--- src/rtl/rtc_pkg.sv ---
package rtc_pkg;
  localparam int NUM_ALM = 2;
  localparam int TIME_W  = 32;
  localparam int CFG_W   = 3;
  localparam int CORR_W  = 16;
  localparam int TEST_W  = 8;
  localparam int SLOT_W  = 3;

  localparam logic [SLOT_W-1:0] SLOT_STAT = 3'd0;
  localparam logic [SLOT_W-1:0] SLOT_CFG0 = 3'd1;
  localparam logic [SLOT_W-1:0] SLOT_TIME = 3'd3;
  localparam logic [SLOT_W-1:0] SLOT_ALM0 = 3'd4;
  localparam logic [SLOT_W-1:0] SLOT_CORR = 3'd6;
  localparam logic [SLOT_W-1:0] SLOT_TEST = 3'd7;

  localparam int CFG_AL_EN  = 0;
  localparam int CFG_FQ_EN  = 1;
  localparam int CFG_FQ_1HZ = 2;
endpackage

--- src/rtl/rtc_prescaler.sv ---
module rtc_prescaler #(
  parameter int TICK_DIV = 32768,
  parameter int PER_DIV  = 1024
) (
  input  logic clk_i,
  input  logic rst_ni,
  input  logic run_i,
  input  logic tick_i,
  input  logic clr_i,
  output logic sec_o,
  output logic per_o
);
  localparam int CW = $clog2(TICK_DIV + 1);
  localparam int PW = $clog2(PER_DIV + 1);

  logic [CW-1:0] cnt_q;
  logic [PW-1:0] per_q;
  logic step, sec_last, per_last;

  assign step     = run_i & tick_i & ~clr_i;
  assign sec_last = (cnt_q == CW'(TICK_DIV - 1));
  assign per_last = (per_q == PW'(PER_DIV - 1));
  assign sec_o    = step & sec_last;
  assign per_o    = step & per_last;

  always_ff @(posedge clk_i or negedge rst_ni) begin
    if (!rst_ni) begin
      cnt_q <= '0;
      per_q <= '0;
    end else if (clr_i) begin
      cnt_q <= '0;
      per_q <= '0;
    end else if (step) begin
      cnt_q <= sec_last ? '0 : cnt_q + 1'b1;
      per_q <= per_last ? '0 : per_q + 1'b1;
    end
  end


  restart_chk: assert property (@(posedge clk_i) disable iff (!rst_ni)
    clr_i |=> (cnt_q == '0 && per_q == '0));

  frozen_chk: assert property (@(posedge clk_i) disable iff (!rst_ni)
    (!run_i && !clr_i) |=> $stable(cnt_q));
endmodule

--- src/rtl/rtc_alarm_unit.sv ---
module rtc_alarm_unit
  import rtc_pkg::*;
(
  input  logic              clk_i,
  input  logic              rst_ni,
  input  logic              sec_i,
  input  logic              per_i,
  input  logic [TIME_W-1:0] next_time_i,
  input  logic              alm_wr_i,
  input  logic              cfg_wr_i,
  input  logic              clr_i,
  input  logic [TIME_W-1:0] wdata_i,
  output logic [TIME_W-1:0] alm_o,
  output logic [CFG_W-1:0]  cfg_o,
  output logic              flag_o,
  output logic              irq_o
);
  logic [TIME_W-1:0] alm_q;
  logic [CFG_W-1:0]  cfg_q;
  logic              flag_q;
  logic              match, freq_ev, set;

  assign match   = sec_i && (next_time_i == alm_q);
  assign freq_ev = cfg_q[CFG_FQ_EN] && (cfg_q[CFG_FQ_1HZ] ? sec_i : per_i);
  assign set     = match | freq_ev;

  always_ff @(posedge clk_i or negedge rst_ni) begin
    if (!rst_ni) begin
      alm_q  <= '0;
      cfg_q  <= '0;
      flag_q <= 1'b0;
    end else begin
      if (alm_wr_i) alm_q <= wdata_i;
      if (cfg_wr_i) cfg_q <= wdata_i[CFG_W-1:0];
      flag_q <= set | (flag_q & ~clr_i);  // set wins over ack
    end
  end

  assign alm_o  = alm_q;
  assign cfg_o  = cfg_q;
  assign flag_o = flag_q;
  assign irq_o  = flag_q & (cfg_q[CFG_AL_EN] | cfg_q[CFG_FQ_EN]);


  flag_hold_chk: assert property (@(posedge clk_i) disable iff (!rst_ni)
    (flag_q && !clr_i) |=> flag_q);

  flag_rise_chk: assert property (@(posedge clk_i) disable iff (!rst_ni)
    (!flag_q && !sec_i && !per_i) |=> !flag_q);
endmodule

--- src/rtl/rtc_sec_core.sv ---
module rtc_sec_core
  import rtc_pkg::*;
#(
  parameter int          TICK_DIV = 32768,
  parameter int          PER_DIV  = 1024,
  parameter logic [7:0]  TEST_RST = 8'hFF
) (
  input  logic              clk_i,
  input  logic              rst_ni,
  input  logic              tick_i,
  input  logic              wr_en_i,
  input  logic [SLOT_W-1:0] addr_i,
  input  logic [TIME_W-1:0] wdata_i,
  output logic [TIME_W-1:0] rdata_o,
  output logic              irq_o
);
  logic [TIME_W-1:0] time_q, next_time;
  logic [CORR_W-1:0] corr_q;
  logic [TEST_W-1:0] test_q;
  logic              run, wr_time, sec, per;
  logic [NUM_ALM-1:0]             flag_vec, irq_vec;
  logic [NUM_ALM-1:0][TIME_W-1:0] alm_vec;
  logic [NUM_ALM-1:0][CFG_W-1:0]  cfg_vec;

  assign run       = (test_q == '0);
  assign wr_time   = wr_en_i && (addr_i == SLOT_TIME);
  assign next_time = time_q + 1'b1;

  rtc_prescaler #(.TICK_DIV(TICK_DIV), .PER_DIV(PER_DIV)) u_presc (
    .clk_i (clk_i),
    .rst_ni(rst_ni),
    .run_i (run),
    .tick_i(tick_i),
    .clr_i (wr_time),
    .sec_o (sec),
    .per_o (per)
  );

  for (genvar k = 0; k < NUM_ALM; k++) begin : g_alm
    rtc_alarm_unit u_alm (
      .clk_i      (clk_i),
      .rst_ni     (rst_ni),
      .sec_i      (sec),
      .per_i      (per),
      .next_time_i(next_time),
      .alm_wr_i   (wr_en_i && (addr_i == SLOT_W'(SLOT_ALM0 + k))),
      .cfg_wr_i   (wr_en_i && (addr_i == SLOT_W'(SLOT_CFG0 + k))),
      .clr_i      (wr_en_i && (addr_i == SLOT_STAT) && wdata_i[k]),
      .wdata_i    (wdata_i),
      .alm_o      (alm_vec[k]),
      .cfg_o      (cfg_vec[k]),
      .flag_o     (flag_vec[k]),
      .irq_o      (irq_vec[k])
    );
  end

  always_ff @(posedge clk_i or negedge rst_ni) begin
    if (!rst_ni) begin
      time_q <= '0;
      corr_q <= '0;
      test_q <= TEST_RST;
    end else begin
      if (wr_time)  time_q <= wdata_i;
      else if (sec) time_q <= next_time;
      if (wr_en_i && addr_i == SLOT_CORR) corr_q <= wdata_i[CORR_W-1:0];
      if (wr_en_i && addr_i == SLOT_TEST) test_q <= wdata_i[TEST_W-1:0];
    end
  end

  always_comb begin
    rdata_o = '0;
    unique case (addr_i)
      SLOT_STAT: rdata_o[NUM_ALM-1:0] = flag_vec;
      3'd1:      rdata_o[CFG_W-1:0]   = cfg_vec[0];
      3'd2:      rdata_o[CFG_W-1:0]   = cfg_vec[1];
      SLOT_TIME: rdata_o              = time_q;
      3'd4:      rdata_o              = alm_vec[0];
      3'd5:      rdata_o              = alm_vec[1];
      SLOT_CORR: rdata_o[CORR_W-1:0]  = corr_q;
      SLOT_TEST: rdata_o[TEST_W-1:0]  = test_q;
      default:   rdata_o              = '0;
    endcase
  end

  assign irq_o = |irq_vec;


  time_step_chk: assert property (@(posedge clk_i) disable iff (!rst_ni)
    (sec && !wr_time) |=> time_q == $past(time_q) + 32'd1);

  time_hold_chk: assert property (@(posedge clk_i) disable iff (!rst_ni)
    (!run && !wr_time) |=> $stable(time_q));

  irq_src_chk: assert property (@(posedge clk_i) disable iff (!rst_ni)
    irq_o |-> (flag_vec != '0));
endmodule

--- config.mk ---
export PLATFORM = sky130hd
export DESIGN_NAME = rtc_sec_core
export DESIGN_NICKNAME = d
export VERILOG_FILES = /design/src/rtl/rtc_pkg.sv /design/src/rtl/rtc_prescaler.sv /design/src/rtl/rtc_alarm_unit.sv /design/src/rtl/rtc_sec_core.sv
export SDC_FILE = /design/constraint.sdc
export NUM_CORES = 1
export LEC_CHECK = 0
export BUFFER_PORTS_ARGS = -buffer_cell sky130_fd_sc_hd__buf_2
export CAP_MARGIN = 20
export CORE_MARGIN = 2
export CORE_UTILIZATION = 55
export CTS_CLUSTER_SIZE = 30
export DETAILED_ROUTE_END_ITERATION = 8
export GPL_TIMING_DRIVEN = 0
export PLACE_DENSITY = 0.84
export SLEW_MARGIN = 15
export SYNTH_ARGS = -nofsm -noshare
export SYNTH_HDL_FRONTEND = slang
export SYNTH_SLANG_ARGS = --single-unit
--- constraint.sdc ---
create_clock -name clk_i -period 4.6 [get_ports clk_i]
set_input_delay 0.23 -clock clk_i [delete_from_list [all_inputs] [get_ports clk_i]]
set_output_delay 0.23 -clock clk_i [all_outputs]
set_load 0.02 [all_outputs]
* Word level (Yosys, flattened, before mapping) *
Index checks and enable logic that the tools add are counted.

storage, ports and cells
  word-level logic and storage cells = 76
  register bits after elaboration = 155
  output and inout bits = 33
  bits of input ports = 39

cells by class
  bitwise logic cells = 17
  reduce and logical (&&, ||, !) cells = 19
  add/sub/neg operators = 3
  mux-type cells = 15
  equality and inequality tests = 11

operator list
  operator               number
  $eq 32x32->1           2
  $mux 32                2
  $mux 16                3
  $pmux 16 s3            1
  $mux 11                3
  $add 32x1->32 const B  1
  $pmux 8 s4             1
  $pmux 5 s5             1
  $add 16x1->16 const B  1
  $eq 16x15->1 const B   1
  $pmux 2 s8             1
  $logic_and 1x1->1      14
  $eq 3x3->1 const B     4
  $add 11x1->11 const B  1
  $eq 11x10->1 const B   1
  $and 1x1->1            8
  $logic_not 8->1        1
  $pmux 1 s7             1
  $eq 3x2->1 const B     2
  $or 1x1->1             6
  $reduce_bool 2->1      2
  $eq 3x1->1 const B     1
  $logic_not 3->1        1
  $not 1->1              3
  2 further kinds        3

* Depth between registers and ports, before layout *
  depth after elaboration = 9
  depth in mapped cells = 10
  depth with buffers taken out = 9

* By module *
From an unflattened synthesis, not the netlist that was laid out.

second synthesis, totals
  cell total of the unflattened synthesis = 919
  area total of the unflattened synthesis = 9271.4 sq um

modules (own cells, without submodules)
  module          seq. area each (sq um)  instances  cells each  area an instance (sq um)
  rtc_sec_core    1411.4                  1          512         4367.9
  rtc_alarm_unit  900.9                   2          123         1695.4
  rtc_prescaler   675.6                   1          161         1512.7

* Worst setup path after synthesis *
OpenSTA, ideal clock, no wires.

  path type = reg-to-reg
  from = register time_q[1]
  to = register g_alm[0].u_alm.flag_q
  path buffers = 1
  arrival = 2571 ps
  slack = 1937 ps
  data required time = 4508 ps
  library setup time = 92 ps
  clock period less this slack = 2663 ps
  stages on the path, launching flop included = 11
  cells stage by stage = dfrtp_1 ha_1 nand3_2 nor3_4 and2_1 buf_4 nand3_2 a31oi_1 o2111ai_1 or4_1 o31ai_2

between the ends
  longest elaborated chain between the ends = 5

ends and longest elaborated chain
  item                    RTL line              text
  start, declared         rtc_sec_core.sv:17    logic [TIME_W-1:0] time_q, next_time;
  start signal, assigned  rtc_sec_core.sv:63    if (wr_time) time_q <= wdata_i;
  start signal, assigned  rtc_sec_core.sv:64    else if (sec) time_q <= next_time;
  $add 32x1->32           rtc_sec_core.sv:27    assign next_time = time_q + 1'b1;
  $eq 32x32->1            rtc_alarm_unit.sv:23  assign match = sec_i && (next_time_i == alm_q);
  $logic_and 1x1->1       rtc_alarm_unit.sv:23
  $or 1x1->1              rtc_alarm_unit.sv:25  assign set = match | freq_ev;
  $or 1x1->1              rtc_alarm_unit.sv:35  flag_q <= set | (flag_q & ~clr_i);
  end signal, assigned    rtc_alarm_unit.sv:35
  end, declared           rtc_alarm_unit.sv:20  logic flag_q;

No other way between the ends.
A chain may end at the register's enable or synchronous reset.

* Worst setup path in the final report *
  from = register time_q[1]
  to = register g_alm[1].u_alm.flag_q

between the ends
  longest elaborated chain between the ends = 5

ends and longest elaborated chain
  item                  RTL line
  $add 32x1->32         rtc_sec_core.sv:27
  $eq 32x32->1          rtc_alarm_unit.sv:23
  $logic_and 1x1->1     rtc_alarm_unit.sv:23
  $or 1x1->1            rtc_alarm_unit.sv:25
  $or 1x1->1            rtc_alarm_unit.sv:35
  end signal, assigned  rtc_alarm_unit.sv:35
  end, declared         rtc_alarm_unit.sv:20

No other way between the ends.

==> Flow_metrics.wiki <==
{| class="wikitable"
! Metric !! Value
|-
| Total of warnings raised by yosys || 0
|-
| Maximum buffer depth of the clock tree || 2
|-
| Area growth from synthesis to layout || 12.6%
|-
| Final weighted congestion of routability-driven global placement || 1.02
|-
| Final total power || 4.46 mW
|-
| Commonest non-fill, non-tap cell in the layout || sky130_fd_sc_hd__dfrtp_1
|-
| Final routed wire length divided by cell count || 22.9 um
|-
| Number of rows in the core area || between 40 and 50
|-
| Leakage dissipation || 4.62 nW
|-
| Maximum clock rate || 0.278 GHz
|-
| Number of ports placed on the die boundary || between 70 and 80
|-
| Stage delay of the slowest cell on the critical path || 600 ps
|-
| Power per cell area || 408 mW/mm2
|-
| Summed negative setup slack over all endpoints || 0 ps
|-
| Final period util || 78.1%
|-
| Post-route cell area || 0.0109 mm2
|-
| CTS H-tree lvls || 4
|-
| Slew Limit Headroom || 38.5%
|-
| Detailed Routing Iterations Pass 1 || 6
|-
| Critical Setup Path Class || flop to flop
|-
| Total of cells resized after clock tree synthesis || 0
|-
| Critical-path cell with the highest stage delay || sky130_fd_sc_hd__nor3_4
|-
| Minimum period implied by the final worst setup slack || approximately 3600 ps
|-
| Worst flop-to-flop path startpoint || time_q[1]
|-
| Root buffer selected by CTS || sky130_fd_sc_hd__clkbuf_16
|-
| Critical path launch point type || flop
|-
| Most used cells in the layout excluding fill and tap cells || 147 x sky130_fd_sc_hd__dfrtp_1, 97 x sky130_fd_sc_hd__nand2_1, 95 x sky130_fd_sc_hd__mux2_2
|-
| Run status || completed
|-
| Filler cell count || 1433
|-
| Vias in the first global route || ~8400
|-
| Total track usage || 34.1%
|-
| Global-route wire length before repair || 47.7 mm
|-
| Post-synthesis async set-or-reset flop share || 100%
|-
| Maximum number of pins on one net before global-route repair || 98
|-
| Seq/Total Area, Yosys || 40.0%
|-
| Pin slew with the least headroom to its limit || 916 ps
|-
| Unrepaired setup endpoints after global routing || false
|-
| Synthesized net count || about 1100
|-
| Dominant synthesized flop cell || sky130_fd_sc_hd__dfrtp_1
|-
| Cell area reported after detailed placement || 0.0104 mm2
|-
| Number of DRC markers in iteration 0 || 1150
|-
| Count of antenna diodes in the layout || 0
|-
| Cell taking the most area after synthesis || sky130_fd_sc_hd__dfrtp_1
|-
| Clock transition at the registers of the reported paths || 70 ps
|-
| Crit path max fanout || 10
|-
| Ratio of cells with drive above 1 in the final layout || 21.8%
|-
| Share of synthesized area spent on multiplexers || a little over an eighth
|-
| Worst Clk Skew || 13.3 ps
|-
| HPWL after detailed placement || ~22 mm
|-
| Count of endpoints failing setup in the final report || 0
|-
| Flops & latches, synth || 155
|-
| Vias per cell || 6.55
|-
| Number of pins with negative max-slew slack in the final report || 0
|-
| Largest family of logic cells by synthesized area || simple AND/OR/NAND/NOR gates
|-
| Placeable core area || 0.0173 mm2
|-
| Die area || 0.0188 mm2
|-
| Overall overflow remaining after global route || 0
|-
| Number of buffers created by CTS || 17
|-
| Die span in y || 137 um
|-
| Endpoint class of the critical path || flop
|-
| Xor and xnor fraction of the mapped netlist area || between 7 and 8%
|-
| Reg2Reg Setup Slack || 1010 ps
|-
| Compound-cell area share of the yosys netlist || 16.3%
|-
| Via Count || 8891
|-
| Required @ worst endpoint || 4980 ps
|-
| Skew-Pair Late Insertion Delay || 440 ps
|-
| Sink of the worst hold path || time_q[25]
|-
| Leading cell types by total area after synthesis || sky130_fd_sc_hd__dfrtp_1 38%, sky130_fd_sc_hd__mux2_2 11%, sky130_fd_sc_hd__xnor2_1 4.6%
|-
| Post-synthesis simple-gate area fraction || 18.7%
|-
| Clock tree from TritonCTS || done
|-
| Origin of the worst setup path || time_q[1]
|-
| Hold wc startpoint || wdata_i[25]
|-
| Terminus of the critical flop-to-flop path || g_alm[1].u_alm.flag_o
|-
| Number of max-capacitance violations reported || 0
|-
| Non-filler cells, final || 1357
|-
| Synth top area share || 37.8%
|-
| Arithmetic-cell share of the synthesized area counting full adders, half adders and majority gates || 0.386%
|-
| Hold Path Depth || 3
|-
| Hold Violations, Final || 0
|-
| Post-detailed-routing wire length || 31.1 mm
|-
| Count of nets after finishing || 1161
|-
| Number of sinks driven by the clock tree || roughly 160
|-
| Worst path arrival time || 3970 ps
|-
| Mean post-synth cell area || 9.45 um2
|-
| Peak supply drop || 0.284 mV
|-
| Synthesized instance count || 1029
|-
| Die Wd || approximately 140 um
|-
| Starting density of the core || 56.2%
|-
| Port Buf Inserts || between 60 and 70
|-
| Count of nets left with antenna violations after detail routing || 0
|-
| Ordered list of cells on the worst path || ha_1, nand3_2, nor3_4, nand4b_1, nand3b_1, o31ai_1, a311o_1, nor4_1, a31o_2
|-
| Antenna violations before repair || 0
|-
| Count of unique library cells instantiated by Yosys || 66
|-
| Count of flip-flops with a built-in enable after synthesis || 0
|-
| DRC || 0
|-
| Type of the tightest min-delay check || input port to flop
|-
| Mapped Area || 0.00972 mm2
|-
| Number of placed instances with taps included || around 1300
|-
| Number of cells traversed by the worst register-to-register path || 9
|}
[layer usage]
| metal | GRT usage (%) | part of all wire, % | up-vias | wire, um |
|---|---|---|---|---|
| met3 | 7.52 | 9.7 | 79 | 3010 |
| met1 | 45.8 | 40 | 4359 | 12500 |
| li1 | - | - | 3955 | - |
| met2 | 53.8 | 47 | 498 | 14500 |
| met4 | 13.1 | 3.4 | 0 | 1060 |
| met5 | 0 | 0 | - | 0 |
[registers in the layout, summed over array words and instances (netlist names)]
signal              count
time_q                 32
test_q                  8
g_alm.u_alm.alm_o      64
g_alm.u_alm.cfg_o       6
corr_q                 16
u_presc.cnt_q          16
g_alm.u_alm.flag_o      2
u_presc.per_q          11
[stage by stage]
step	hold slack [ps]	worst slack (ps)	util, %
2_1_floorplan	-65.6	1940	-
3_3_place_gp	468	987	59.8
3_5_place_dp	186	1010	60.0
4_1_cts	23.5	995	63.3
5_1_grt	40.3	891	63.3
6_report	28.9	1010	63.3
[power by group]
group | leakage (nW) | switching [mW] | internal [mW]
clock | 0.259 | 0.610 | 0.721
combinational | 2.44 | 0.699 | 0.539
sequential | 1.92 | 0.266 | 1.63
[worst max path at each step]
stage,end,slack (ps),cells past startpoint
after global placement,time_q[19],990,1
after global routing,g_alm[1].u_alm.flag_o,890,9
after floorplan,g_alm[0].u_alm.flag_o,1940,10
final,g_alm[1].u_alm.flag_o,1010,9
after CTS,time_q[5],990,8
after detailed placement,time_q[31],1010,8
[cell type report]
type | instances | area [um2] | area share, %
inverter | 21 | 78.8 | 0.720
clock inverter | 12 | 88.8 | 0.811
sequential | 155 | 3890 | 35.5
buffer | 72 | 308 | 2.81
clock buffer | 20 | 457 | 4.17
tap | 225 | 282 | 2.57
multi-input combinational | 781 | 5450 | 49.8
timing repair buffer | 71 | 395 | 3.61
[critical path, delay by kind of cell, from the launching register on]
kind                     cells  cell delay [ps]
adder cells (fa/ha/maj)      1              340
AND/OR/NAND/NOR              5             2010
flip-flops                   1              490
AO/OA/AOI/OAI                3              670
[cell usage after synthesis (5+ instances only)]
master and n:
sky130_fd_sc_hd__xor2_1 29, sky130_fd_sc_hd__inv_1 20, sky130_fd_sc_hd__a32oi_1 7, sky130_fd_sc_hd__and3_1 24, sky130_fd_sc_hd__nand4_1 15, sky130_fd_sc_hd__nand2b_1 11, sky130_fd_sc_hd__nand3_1 20, sky130_fd_sc_hd__nor3b_1 13
sky130_fd_sc_hd__xnor2_1 51, sky130_fd_sc_hd__nor2_1 66, sky130_fd_sc_hd__or3_1 10, sky130_fd_sc_hd__and4_1 5, sky130_fd_sc_hd__dfrtp_1 147, sky130_fd_sc_hd__o211ai_1 9, sky130_fd_sc_hd__nand3_2 6, sky130_fd_sc_hd__clkbuf_1 47
sky130_fd_sc_hd__dfstp_2 8, sky130_fd_sc_hd__nand2_1 97, sky130_fd_sc_hd__a22o_1 41, sky130_fd_sc_hd__nand4b_1 5, sky130_fd_sc_hd__nor4_1 14, sky130_fd_sc_hd__a22oi_1 8, sky130_fd_sc_hd__a21oi_1 47, sky130_fd_sc_hd__o21ai_0 83
sky130_fd_sc_hd__o22ai_1 6, sky130_fd_sc_hd__mux2i_1 17, sky130_fd_sc_hd__a211oi_1 5, sky130_fd_sc_hd__buf_4 5, sky130_fd_sc_hd__nor3_1 28, sky130_fd_sc_hd__and2_1 6, sky130_fd_sc_hd__buf_1 5, sky130_fd_sc_hd__mux2_2 95
sky130_fd_sc_hd__buf_2 13
[kinds of logic (layout without fill, tap and decap cells)]
group,after synthesis,after routing
simple gates,341,341
compound gates,242,242
flops,155,155
mux,115,115
buf+inv,93,196
xor+xnor,80,80
fa+ha+maj,3,3
[timing repair]
item,in CTS,in global routing
hold buffers,1,0
endpoints found under the hold margin,58,0
buffers inserted,0,0
No activity file was read; power rests on OpenSTA's default activity.
